`src/rtl/usr_reloc_pkg.sv`:
```
package usr_reloc_pkg;
  // Configuration target select codes
  typedef enum logic [1:0] {
    SEL_RELOC = 2'd0,
    SEL_LO    = 2'd1,
    SEL_HI    = 2'd2,
    SEL_QUANT = 2'd3
  } cfg_sel_e;
endpackage

```
`src/rtl/usr_reloc_regs.sv`:
```
module usr_reloc_regs
  import usr_reloc_pkg::*;
#(
  parameter int BW = 7,
  parameter int TW = 16
) (
  input  logic          clk,
  input  logic          rst_n,
  input  logic          cfg_ok,
  input  logic [1:0]    cfg_sel,
  input  logic [TW-1:0] cfg_data,
  output logic [BW-1:0] reloc_q,
  output logic [BW-1:0] lo_q,
  output logic [BW-1:0] hi_q,
  output logic          quant_load,
  output logic [TW-1:0] quant_val
);
  cfg_sel_e sel;
  assign sel        = cfg_sel_e'(cfg_sel);
  assign quant_load = cfg_ok && (sel == SEL_QUANT);
  assign quant_val  = cfg_data;

  always_ff @(posedge clk or negedge rst_n) begin
    if (!rst_n) begin
      reloc_q <= '0;
      lo_q    <= '0;
      hi_q    <= '0;
    end else if (cfg_ok) begin
      unique case (sel)
        SEL_RELOC: reloc_q <= cfg_data[BW-1:0];
        SEL_LO:    lo_q    <= cfg_data[BW-1:0];
        SEL_HI:    hi_q    <= cfg_data[BW-1:0];
        SEL_QUANT: ;
      endcase
    end
  end
endmodule

```
`src/rtl/usr_reloc_xlate.sv`:
```
module usr_reloc_xlate #(
  parameter int AW = 15,
  parameter int BW = 7
) (
  input  logic [AW-1:0] log_addr,
  input  logic [BW-1:0] reloc,
  input  logic [BW-1:0] lo,
  input  logic [BW-1:0] hi,
  output logic [AW-1:0] user_addr,
  output logic          blk_legal
);
  localparam int OW = AW - BW;

  function automatic logic [BW-1:0] phys_blk(logic [BW-1:0] vb, logic [BW-1:0] rel);
    logic [BW-1:0] s;
    s = vb + rel;
    return s;
  endfunction

  function automatic logic blk_in(logic [BW-1:0] pb, logic [BW-1:0] l, logic [BW-1:0] h);
    return (pb >= l) && (pb <= h);
  endfunction

  logic [BW-1:0] pblk;
  assign pblk      = phys_blk(log_addr[AW-1:OW], reloc);
  assign user_addr = {pblk, log_addr[OW-1:0]};
  assign blk_legal = blk_in(pblk, lo, hi);
endmodule

```
`src/rtl/usr_reloc_timer.sv`:
```
module usr_reloc_timer #(
  parameter int TW = 16
) (
  input  logic          clk,
  input  logic          rst_n,
  input  logic          load,
  input  logic [TW-1:0] load_val,
  input  logic          run,
  output logic          time_up
);
  logic [TW-1:0] cnt_q;
  logic          cnt_live;
  logic          last_tick;
  assign cnt_live  = run && (cnt_q != '0);
  assign last_tick = cnt_live && (cnt_q == TW'(1));

  always_ff @(posedge clk or negedge rst_n) begin
    if (!rst_n) begin
      cnt_q   <= '0;
      time_up <= 1'b0;
    end else if (load) begin
      cnt_q   <= load_val;
      time_up <= 1'b0;
    end else if (cnt_live) begin
      cnt_q <= cnt_q - TW'(1);
      if (last_tick) time_up <= 1'b1;
    end
  end
endmodule

```
`src/rtl/usr_reloc_guard.sv`:
```
module usr_reloc_guard
  import usr_reloc_pkg::*;
#(
  parameter int AW = 15,
  parameter int BW = 7,
  parameter int DW = 36,
  parameter int TW = 16
) (
  input  logic          clk,
  input  logic          rst_n,
  input  logic          req_valid,
  input  logic          req_write,
  input  logic          req_super,
  input  logic [AW-1:0] req_addr,
  input  logic [DW-1:0] req_wdata,
  output logic [DW-1:0] req_rdata,
  input  logic          cfg_we,
  input  logic [1:0]    cfg_sel,
  input  logic [TW-1:0] cfg_data,
  output logic          mem_en,
  output logic          mem_we,
  output logic          mem_bank,
  output logic [AW-1:0] mem_addr,
  output logic [DW-1:0] mem_wdata,
  input  logic [DW-1:0] mem_rdata,
  output logic          viol_now,
  output logic          viol_sticky,
  output logic          time_up
);
  // Named internal events
  logic          cfg_ok;
  logic [BW-1:0] reloc_q, lo_q, hi_q;
  logic          quant_load;
  logic [TW-1:0] quant_val;
  logic [AW-1:0] user_addr;
  logic          blk_legal;

  assign cfg_ok = cfg_we && req_super;

  usr_reloc_regs #(.BW(BW), .TW(TW)) regs_i (
    .clk(clk), .rst_n(rst_n), .cfg_ok(cfg_ok), .cfg_sel(cfg_sel),
    .cfg_data(cfg_data), .reloc_q(reloc_q), .lo_q(lo_q), .hi_q(hi_q),
    .quant_load(quant_load), .quant_val(quant_val)
  );

  usr_reloc_xlate #(.AW(AW), .BW(BW)) xlate_i (
    .log_addr(req_addr), .reloc(reloc_q), .lo(lo_q), .hi(hi_q),
    .user_addr(user_addr), .blk_legal(blk_legal)
  );

  usr_reloc_timer #(.TW(TW)) timer_i (
    .clk(clk), .rst_n(rst_n), .load(quant_load), .load_val(quant_val),
    .run(!req_super), .time_up(time_up)
  );

  assign viol_now  = req_valid && !req_super && !blk_legal;
  assign mem_en    = req_valid && !viol_now;
  assign mem_we    = mem_en && req_write;
  assign mem_bank  = !req_super;
  assign mem_addr  = req_super ? req_addr : user_addr;
  assign mem_wdata = req_wdata;
  assign req_rdata = mem_en ? mem_rdata : '0;

  always_ff @(posedge clk or negedge rst_n) begin
    if (!rst_n)          viol_sticky <= 1'b0;
    else if (cfg_ok)     viol_sticky <= 1'b0;
    else if (viol_now)   viol_sticky <= 1'b1;
  end
endmodule

```
`config.mk`:
```
export PLATFORM = sky130hd
export DESIGN_NAME = usr_reloc_guard
export DESIGN_NICKNAME = d
export VERILOG_FILES = /design/src/rtl/usr_reloc_pkg.sv /design/src/rtl/usr_reloc_regs.sv /design/src/rtl/usr_reloc_xlate.sv /design/src/rtl/usr_reloc_timer.sv /design/src/rtl/usr_reloc_guard.sv
export SDC_FILE = /design/constraint.sdc
export NUM_CORES = 1
export LEC_CHECK = 0
export BUFFER_PORTS_ARGS = -buffer_cell sky130_fd_sc_hd__buf_2
export CAP_MARGIN = 5
export CORE_ASPECT_RATIO = 0.7
export CORE_MARGIN = 5
export CORE_UTILIZATION = 40
export CTS_CLUSTER_SIZE = 12
export DETAILED_ROUTE_END_ITERATION = 12
export PLACE_DENSITY = 0.82
export REMOVE_ABC_BUFFERS = 1
export SYNTH_ARGS = -nofsm -noshare
export SYNTH_HDL_FRONTEND = slang
export SYNTH_SLANG_ARGS = --single-unit
```
`constraint.sdc`:
```
create_clock -name clk -period 11.44 [get_ports clk]
set_input_delay 2.288 -clock clk [delete_from_list [all_inputs] [get_ports clk]]
set_output_delay 2.288 -clock clk [all_outputs]
set_load 0.1 [all_outputs]
```
==> metrics.txt, run 1 <==
status=finished, final reports clean; GRT Overall Usage=roughly 22%; CTS buffer count=5; Synth Flop Type=dfrtp_1; CP Class=in2out; RSZ-0062 raised after global routing=no; DRC violations left=0; num rows=27; vias=between 2000 and 3000; Max H-tree Level=2; antenna violations before repair=1; endpoints failing setup=0; Hold Path Class=reg2reg; I/O Buffers=around 120; Reg power frac=between 20% and 30%; Slowest-stage cell, CP=o31a_1; DR iter-0 viols=~130; Max Cap Viol=0; Die Ht=between 80 and 90 µm; Core Area=0.00784 mm²; Post-DP HPWL=roughly 8600 µm; critical path arrival=6220 ps; slowest stage delay, CP=~900 ps; Leakage=between 1.5 and 2 nW; Final #Nets=~560; DRT antenna net count=0; vias in the first global route=about 3200; final period utilization=about three quarters; YS warnings=0; Routed WL per cell=slightly above 20 µm; first-pass detailed-route iteration total=4; Slew headroom=between 20% and 30%; Worst-Skew Late Latency=roughly 280 ps; Yosys reg bits=39; Netlist Area Pre-Place=0.00320 mm²; CTS tree=built; Ports=between 200 and 250; pin count of the biggest net entering global routing=approximately 40; Final TNS setup=0 ps; Slew Viols, Final=0; sw frac=57.7%; Yosys cell types=49; most frequent cells in the layout=buf_2, dfrtp_1, and3_1, nand2_1, inv_1; Fillers=between 700 and 800; Die ar.=~0.0099 mm²; Final Cell Area=0.00363 mm²; Initial Util=approximately 40%; power share of the clock group=13.3%; Power Total=roughly 0.96 mW; commonest non-fill, non-tap cell in the layout=buf_2; Critical Path Fanout Max=40; total global routing overflow=0; Post-CTS Setup Bufs=0; CP Launch Type=primary input; CP cell instances=buf_2 -> ha_1 -> inv_1 -> fa_1 -> nor2b_1 -> o31a_1 -> o21a_1 -> nor2_1 -> xnor3_1 -> ha_1 -> a21oi_1 -> o21ai_0 -> o221ai_1 -> o31a_1 -> and3_1 -> buf_2; Syn Inst Count=roughly 360; Layout area overhead=13.3%; CTS Buffer Depth=2; vias per cell=5.55; CP Capture Type=output pin; first-pass GRT wire length=17100 µm; fraction of layout cells with a size suffix above 1=a little over a third; RePlAce Congestion=between 0.8 and 0.9; sequential share of the synthesized area=a little under a third; Net Sw Power=approximately 0.55 mW; crit path time final=8500 ps; clk sink count=39; combinational share of power=approximately 64%; Final Non-Filler Cells=approximately 520; Resize count post-CTS=0; die width=roughly 120 µm; Final Skew=1.94 ps; CTS clock-pin slew for the worst setup and hold paths=about 50 ps; final wirelength=about 11000 µm; Worst VDD drop=between 0.2 and 0.3 mV; asr flop ratio synth=100%; P_int=around 0.4 mW; cell chosen for the clock root=clkbuf_16; placed cells=516; placed cell area=around 0.0035 mm²; cell area power density=around 260 mW/mm²; hold buffers post-CTS=0; Post-synth EDFFs=0; Fmax=between 100 and 150 MHz; Worst EP required=about 9200 ps; Final Hold Vio Count=0; Avg Cell Area, Syn=8.92 µm²; n_diodes=0; actual slew at the worst max-slew pin=about 1200 ps
-- flip-flops by register name, summed over array words and instances, names as in the netlist --
register         cells
regs_i.hi_q          7
regs_i.lo_q          7
regs_i.reloc_q       7
timer_i.cnt_q       16
timer_i.time_up      1
viol_sticky          1
-- final timing paths --
path / endpoint / startpoint / slack (ps) / cells past startpoint
setup reg to reg: viol_sticky$_DFFE_PN0P_ / regs_i.reloc_q[0]$_DFFE_PN0P_ / 7650 / 14
hold reg to reg: regs_i.hi_q[2]$_DFFE_PN0P_ / regs_i.hi_q[2]$_DFFE_PN0P_ / 500 / 1
setup / recovery: req_rdata[35] / req_addr[8] / 2940 / 16
hold / removal: regs_i.hi_q[2]$_DFFE_PN0P_ / regs_i.hi_q[2]$_DFFE_PN0P_ / 500 / 1
max in group asynchronous: regs_i.reloc_q[4]$_DFFE_PN0P_ / rst_n / 8760 / 1
min in group asynchronous: timer_i.cnt_q[11]$_DFFE_PN0P_ / rst_n / 2130 / 1
-- kinds of logic after synthesis --
group / share of synthesized area (%)
xor gates and xnor gates: 3.44
AOI/OAI and AO/OA: 10.5
buffers and inverters: 15.4
muxes: 8.36
DFF: 30.5
and+or+nand+nor: 22.6
adders and majority gates: 9.22
-- through the flow --
step	hold slack (ps)	worst slack (ps)	util [%]
floorplan	479	3210	-
global placement	488	3160	44.7
detailed placement	494	2940	44.7
CTS	506	2930	46.3
global route	522	2550	46.3
finish	504	2940	46.3
-- synthesized netlist by cell type, types with 3 or more instances --
cell type / number / share of area [%]
a211oi_1: 3 / 0.70
a21oi_1: 20 / 3.1
a31oi_1: 3 / 0.59
and3_1: 38 / 7.4
buf_2: 3 / 0.47
buf_4: 44 / 10
clkbuf_1: 10 / 1.2
dfrtp_1: 39 / 30
ha_1: 22 / 8.6
inv_1: 23 / 2.7
mux2_2: 22 / 7.7
nand2_1: 25 / 2.9
nand3_1: 7 / 1.1
nand4_1: 5 / 0.98
nor2_1: 17 / 2.0
nor3_1: 5 / 0.78
nor4_1: 3 / 0.59
nor4_2: 3 / 1.2
o21ai_0: 16 / 2.5
or4_1: 3 / 0.70
xnor2_1: 10 / 2.7
-- power by group through the flow --
| stage | Combinational (mW) | Sequential, mW | Clock (mW) |
|---|---|---|---|
| 2_1_floorplan | 0.484 | 0.226 | 0 |
| 3_3_place_gp | 0.590 | 0.218 | 0 |
| 3_5_place_dp | 0.608 | 0.221 | 0 |
| 4_1_cts | 0.609 | 0.219 | 0.131 |
| 5_1_grt | 0.654 | 0.228 | 0.135 |
| 6_report | 0.608 | 0.220 | 0.128 |
-- worst max-delay path, delay by kind of cell --
kind | cells | cell delay (ps)
AOI/OAI and AO/OA | 6 | 1720
xor gates and xnor gates | 1 | 200
adders and majority gates | 3 | 920
buffers and inverters | 3 | 590
and+or+nand+nor | 3 | 490
-- final cells by class --
type                            instances  area (µm²)  area share, %
Inverter                               23        86.3           2.38
Timing Repair Buffer                  115         576           15.9
Multi-Input combinational cell        238        1740           47.8
Clock buffer                            6         129           3.55
Sequential cell                        39         976           26.9
Tap cell                              101         126           3.48
-- layer usage --
layer | track usage (%) | up-vias | routed length [µm]
met5 | 10.8 | - | 145
li1 | - | 1341 | -
met4 | 5.00 | 6 | 168
met1 | 28.1 | 1330 | 4390
met3 | 15.5 | 19 | 1720
met2 | 30.6 | 199 | 4270
Note: power is estimated with default switching activity, not from simulation.
==> run 2: changes to the inputs <==
--- a/config.mk
+++ b/config.mk
@@ -9,10 +9,10 @@
 export CAP_MARGIN = 5
 export CORE_ASPECT_RATIO = 0.7
 export CORE_MARGIN = 5
-export CORE_UTILIZATION = 40
+export CORE_UTILIZATION = 39
 export CTS_CLUSTER_SIZE = 12
 export DETAILED_ROUTE_END_ITERATION = 12
-export PLACE_DENSITY = 0.82
+export PLACE_DENSITY = 0.83
 export REMOVE_ABC_BUFFERS = 1
 export SYNTH_ARGS = -nofsm -noshare
 export SYNTH_HDL_FRONTEND = slang
==> constraint.sdc (replaced) <==
create_clock -name clk -period 7.3 [get_ports clk]
set_input_delay 1.46 -clock clk [delete_from_list [all_inputs] [get_ports clk]]
set_output_delay 1.46 -clock clk [all_outputs]
set_load 0.1 [all_outputs]
==> metrics.txt, run 2 (same netlist as run 1, synthesis figures left out) <==
Max Cap Viol=0 (unchanged); CTS Buffer Depth=2 (unchanged); Initial Util=40.3% (-0.52 points); num rows=27 (unchanged); die width=118 µm (+1.2%); hold buffers post-CTS=0 (unchanged); CP Launch Type=primary input; RSZ-0062 raised after global routing=no; Worst Setup SP=req_addr[8]; fin util=46.6% (+0.26 points); endpoints failing setup=0 (unchanged); I/O Buffers=115 (unchanged); Worst EP required=5840 ps (-3310 ps); Critical Path Fanout Max=40 (unchanged); CP Class=in2out; commonest non-fill, non-tap cell in the layout=buf_2; Layout area overhead=15.4%; most frequent cells in the layout=buf_2, dfrtp_1, and3_1, nand2_1, inv_1; cell area power density=432 mW/mm² (+64%); CTS clock-pin slew for the worst setup and hold paths=60 ps (about the same); RePlAce Congestion=0.890 (+6.6%); vias=2994 (+3.4%); Slew headroom=25.9% (+3.7 points); Leakage=1.93 nW (+1.7%); max reg flops=16 (unchanged); Hold Path Class=reg2reg; register area=976 µm² (unchanged); fraction of layout cells with a size suffix above 1=36.8% (+0.45 points); Post-CTS Setup Bufs=0 (unchanged); placed cell area=0.00351 mm² (+0.21%); Worst-Skew Late Latency=280 ps (about the same); Most flops, register=timer_i.cnt_q; Core Area=0.00794 mm² (+1.3%); clk sink count=39 (unchanged); Final #Nets=557 (+0.18%); cell chosen for the clock root=clkbuf_16; Final Cell Area=0.00370 mm² (+1.9%); Die ar.=0.0102 mm² (+2.3%); Worst VDD drop=0.321 mV (+23%); antenna violations before repair=2 (+1); vias in the first global route=3095 (-2.7%); status=finished, final reports clean; CP Capture Type=output pin; GRT Overall Usage=21.7% (-0.70 points); crit path time final=around 6400 ps; DRT antenna net count=0 (unchanged); Slowest-stage cell, CP=buf_2; total global routing overflow=0 (unchanged); Final Skew=6.90 ps (+4.96 ps); n_diodes=0 (unchanged); Resize count post-CTS=0 (unchanged); slowest stage delay, CP=430 ps (-470 ps); pin count of the biggest net entering global routing=41 (unchanged); final wirelength=11200 µm (+4.4%); worst r2r src=regs_i.reloc_q[0]$_DFFE_PN0P_; Fillers=761 (-1.7%); CTS tree=built; Routed WL per cell=21.3 µm (+3.8%); Critical path buffers and inverters=4 (+1); actual slew at the worst max-slew pin=1100 ps (-55.2 ps); final period utilization=87.4%; Max H-tree Level=2 (unchanged); CTS buffer count=5 (unchanged); vias per cell=5.70 (+2.8%); Ports=204 (unchanged); first-pass detailed-route iteration total=5 (+1); Final Hold Vio Count=0 (unchanged); Slew Viols, Final=0 (unchanged); DR iter-0 viols=173 (+30%); Post-DP HPWL=8730 µm (+1.4%); worst slack at placement=975 ps (-1960 ps); CP cell instances=buf_2 -> ha_1 -> inv_1 -> fa_1 -> nor2b_1 -> o31a_1 -> o21a_1 -> nor2_1 -> xnor3_1 -> ha_1 -> a21oi_1 -> o21ai_0 -> o221ai_1 -> o31a_1 -> buf_4 -> and3_1 -> buf_2; Fmax=roughly 160 MHz; delay-heaviest family, CP=compound AO/OA/AOI/OAI gates; worst setup margin=922 ps (-2010 ps); Final TNS setup=0 ps (unchanged); multi-input logic area=0.00174 mm² (unchanged); DRC violations left=0 (unchanged); critical path arrival=4920 ps (-1300 ps); Die Ht=85.8 µm (+1.1%); first-pass GRT wire length=17300 µm (+1.3%); hold_sp=regs_i.lo_q[5]$_DFFE_PN0P_; worst hold slack=509 ps (+5.24 ps)
-- run 2: changes by cell type in the layout (fill, tap and decap cells not counted), sizes merged --
cell    change
bufinv      +2
buf         +1
-- run 2: area by class of cell --
type | count | share of cell area [%]
clock buffer | 6 | 3.49
clock inverter | 2 | 1.62
inverter | 23 | 2.34
multi-input combinational | 238 | 47.0
sequential | 39 | 26.4
tap | 101 | 3.42
timing repair buffer | 116 | 15.8
-- run 2: worst register-to-register path: cells and delay by family, from the launching register on --
family | cells | cell delay, ps
compound gates | 7 | 1130
fa+ha+maj | 3 | 930
buf+inv | 2 | 360
flops | 1 | 350
xor+xnor | 1 | 220
simple gates | 2 | 210
-- run 2: stage by stage --
stage	total power, mW	cells
final	1.60	525
after global routing	1.68	525
after CTS	1.60	525
after detailed placement	1.31	517
after global placement	1.27	517
after floorplan	1.11	300
-- run 2: final timing paths --
path                                                       to  depth (start not counted)  slack, ps
worst min register to register     regs_i.lo_q[5]$_DFFE_PN0P_                          1        510
worst max-delay path                             req_rdata[6]                         17        920
worst max register to register        viol_sticky$_DFFE_PN0P_                         15       3980
max in group asynchronous        timer_i.cnt_q[0]$_DFFE_PN0P_                          1       5430
min in group asynchronous       timer_i.cnt_q[14]$_DFFE_PN0P_                          1       1310
worst min-delay path               regs_i.lo_q[5]$_DFFE_PN0P_                          1        510
-- run 2: metal layers --
layer | wire length [µm] | track usage [%]
met5 | 122 | 7.69
met4 | 111 | 3.75
met3 | 1880 | 16.3
met2 | 4630 | 31.1
met1 | 4420 | 25.8
-- run 2: where the power goes --
part | switching (mW) | internal, mW
Sequential | 0.0664 | 0.278
Combinational | 0.729 | 0.239
Clock | 0.0873 | 0.196
Total | 0.883 | 0.713
==> run 3: changes to the inputs <==
--- a/config.mk
+++ b/config.mk
@@ -13,6 +13,7 @@
 export CTS_CLUSTER_SIZE = 12
 export DETAILED_ROUTE_END_ITERATION = 12
 export PLACE_DENSITY = 0.83
+export RECOVER_POWER = 25
 export REMOVE_ABC_BUFFERS = 1
 export SYNTH_ARGS = -nofsm -noshare
 export SYNTH_HDL_FRONTEND = slang
==> metrics.txt, run 3 (same netlist as run 1, synthesis figures left out) <==
status=complete, but fails checks; failing checks=capacitance limit, slew limit; total global routing overflow=0 (unchanged); Fillers=763 (+0.26%); vias per cell=5.64 (-1.2%); CP cell instances=buf_2 -> ha_1 -> inv_1 -> fa_1 -> nor2b_1 -> o31a_1 -> o21a_1 -> nor2_1 -> xnor3_1 -> ha_1 -> a21oi_1 -> o21ai_0 -> o221ai_1 -> o31a_1 -> buf_4 -> and3_1 -> buf_2; CTS tree=built; Slew Viols, Final=40 (+40); first-pass detailed-route iteration total=4 (-1); die width=118 µm (unchanged); first-pass GRT wire length=17300 µm (unchanged); Final Hold Vio Count=0 (unchanged); final period utilization=87.4% (about the same); hold buffers post-CTS=0 (unchanged); Resize count post-CTS=0 (unchanged); RSZ-0062 raised after global routing=no; worst hold slack=509 ps (-0.890 ps); slowest stage delay, CP=430 ps (about the same); placed cells=517 (unchanged); Max H-tree Level=2 (unchanged); I/O Buffers=115 (unchanged); cell area power density=431 mW/mm² (about the same); critical path arrival=4920 ps (about the same); DRT antenna net count=0 (unchanged); Initial Util=40.3% (unchanged); Final Skew=7.09 ps (+0.196 ps); Ports=204 (unchanged); vias in the first global route=3095 (unchanged); vias=2959 (-1.2%); Worst-Skew Late Latency=280 ps (about the same); cell chosen for the clock root=clkbuf_16; CP Launch Type=primary input; crit path time final=6380 ps (+0.0590 ps); endpoints failing setup=0 (unchanged); actual slew at the worst max-slew pin=2170 ps (+1070 ps); DR iter-0 viols=188 (+8.7%); Core Area=0.00794 mm² (unchanged); Final Non-Filler Cells=525 (unchanged); max reg flops=16 (unchanged); Post-DP HPWL=8730 µm (unchanged); n_diodes=0 (unchanged); Leakage=1.92 nW (-0.29%); Worst VDD drop=0.321 mV (about the same); Die Ht=85.8 µm (unchanged); final wirelength=11100 µm (-0.13%); CP Capture Type=output pin; Critical Path Fanout Max=40 (unchanged); Slowest-stage cell, CP=buf_2; most frequent cells in the layout=buf_2, dfrtp_1, and3_1, nand2_1, inv_1; Final #Nets=557 (unchanged); Worst EP required=5840 ps (about the same); Max Cap Viol=1 (+1); Fmax=157 MHz (about the same); num rows=27 (unchanged); Power Total=1.59 mW (-0.15%); Routed WL per cell=21.2 µm (-0.13%); CP Class=in2out; fraction of layout cells with a size suffix above 1=36.3% (-0.47 points); Post-CTS Setup Bufs=0 (unchanged); worst setup margin=922 ps (-0.0590 ps); Hold Path Class=reg2reg; DRC violations left=0 (unchanged); Layout area overhead=15.3% (about the same); Most flops, register=timer_i.cnt_q; Slew headroom=-44.5% (-70 points); CTS Buffer Depth=2 (unchanged); clk sink count=39 (unchanged); worst slack at placement=975 ps (unchanged); commonest non-fill, non-tap cell in the layout=buf_2; RePlAce Congestion=0.890 (unchanged); Final TNS setup=0 ps (unchanged); antenna violations before repair=2 (unchanged); CTS buffer count=5 (unchanged); GRT Overall Usage=21.7% (unchanged); CTS clock-pin slew for the worst setup and hold paths=60 ps (about the same); Die ar.=0.0102 mm² (unchanged); pin count of the biggest net entering global routing=41 (unchanged)
[run 3: cell count changes in the layout (fill, tap and decap cells not counted)]
cell,before,now
buf_2,115,113
clkbuf_1,1,3
[run 3: cell type report]
class	instances	area, µm²	share of cell area [%]
timing repair buffer	116	581	15.7
clock buffer	6	129	3.49
multi-input combinational	238	1740	47.0
sequential	39	976	26.4
inverter	23	86.3	2.34
tap	101	126	3.42
clock inverter	2	60.1	1.63
[run 3: worst paths after layout]
check                                               from                       endpoint  slack [ps]  cells past startpoint
max                                          req_addr[8]                   req_rdata[6]         920                     17
min                           regs_i.lo_q[5]$_DFFE_PN0P_     regs_i.lo_q[5]$_DFFE_PN0P_         510                      1
max reg2reg                regs_i.reloc_q[0]$_DFFE_PN0P_        viol_sticky$_DFFE_PN0P_        3980                     15
min reg2reg                   regs_i.lo_q[5]$_DFFE_PN0P_     regs_i.lo_q[5]$_DFFE_PN0P_         510                      1
max in group asynchronous                          rst_n   timer_i.cnt_q[0]$_DFFE_PN0P_        4250                      1
min in group asynchronous                          rst_n  timer_i.cnt_q[14]$_DFFE_PN0P_        1820                      1
[run 3: worst max-delay path: cells and delay by family]
| family | cells | cell delay (ps) |
|---|---|---|
| buffers and inverters | 4 | 880 |
| AOI/OAI and AO/OA | 6 | 1010 |
| xor gates and xnor gates | 1 | 220 |
| adders and majority gates | 3 | 920 |
| and+or+nand+nor | 3 | 410 |
[run 3: routing by layer]
| layer | vias up | part of all wire, % | global-route usage [%] |
|---|---|---|---|
| met3 | 17 | 17 | 16.3 |
| li1 | 1351 | - | - |
| met5 | - | 1.1 | 7.69 |
| met1 | 1381 | 40 | 25.8 |
| met2 | 202 | 42 | 31.1 |
| met4 | 8 | 0.77 | 3.75 |
[run 3: where the power goes]
| part | switching (mW) | total [mW] | internal, mW |
|---|---|---|---|
| logic | 0.728 | 0.967 | 0.238 |
| clock network | 0.0864 | 0.282 | 0.196 |
| registers | 0.0663 | 0.345 | 0.278 |
| total | 0.881 | 1.59 | 0.713 |
[run 3: per-stage QoR]
step	util, %	instance area (µm²)
floorplan	-	2800
global placement	44.2	3510
detailed placement	44.2	3510
CTS	46.6	3700
global route	46.5	3690
finish	46.5	3690
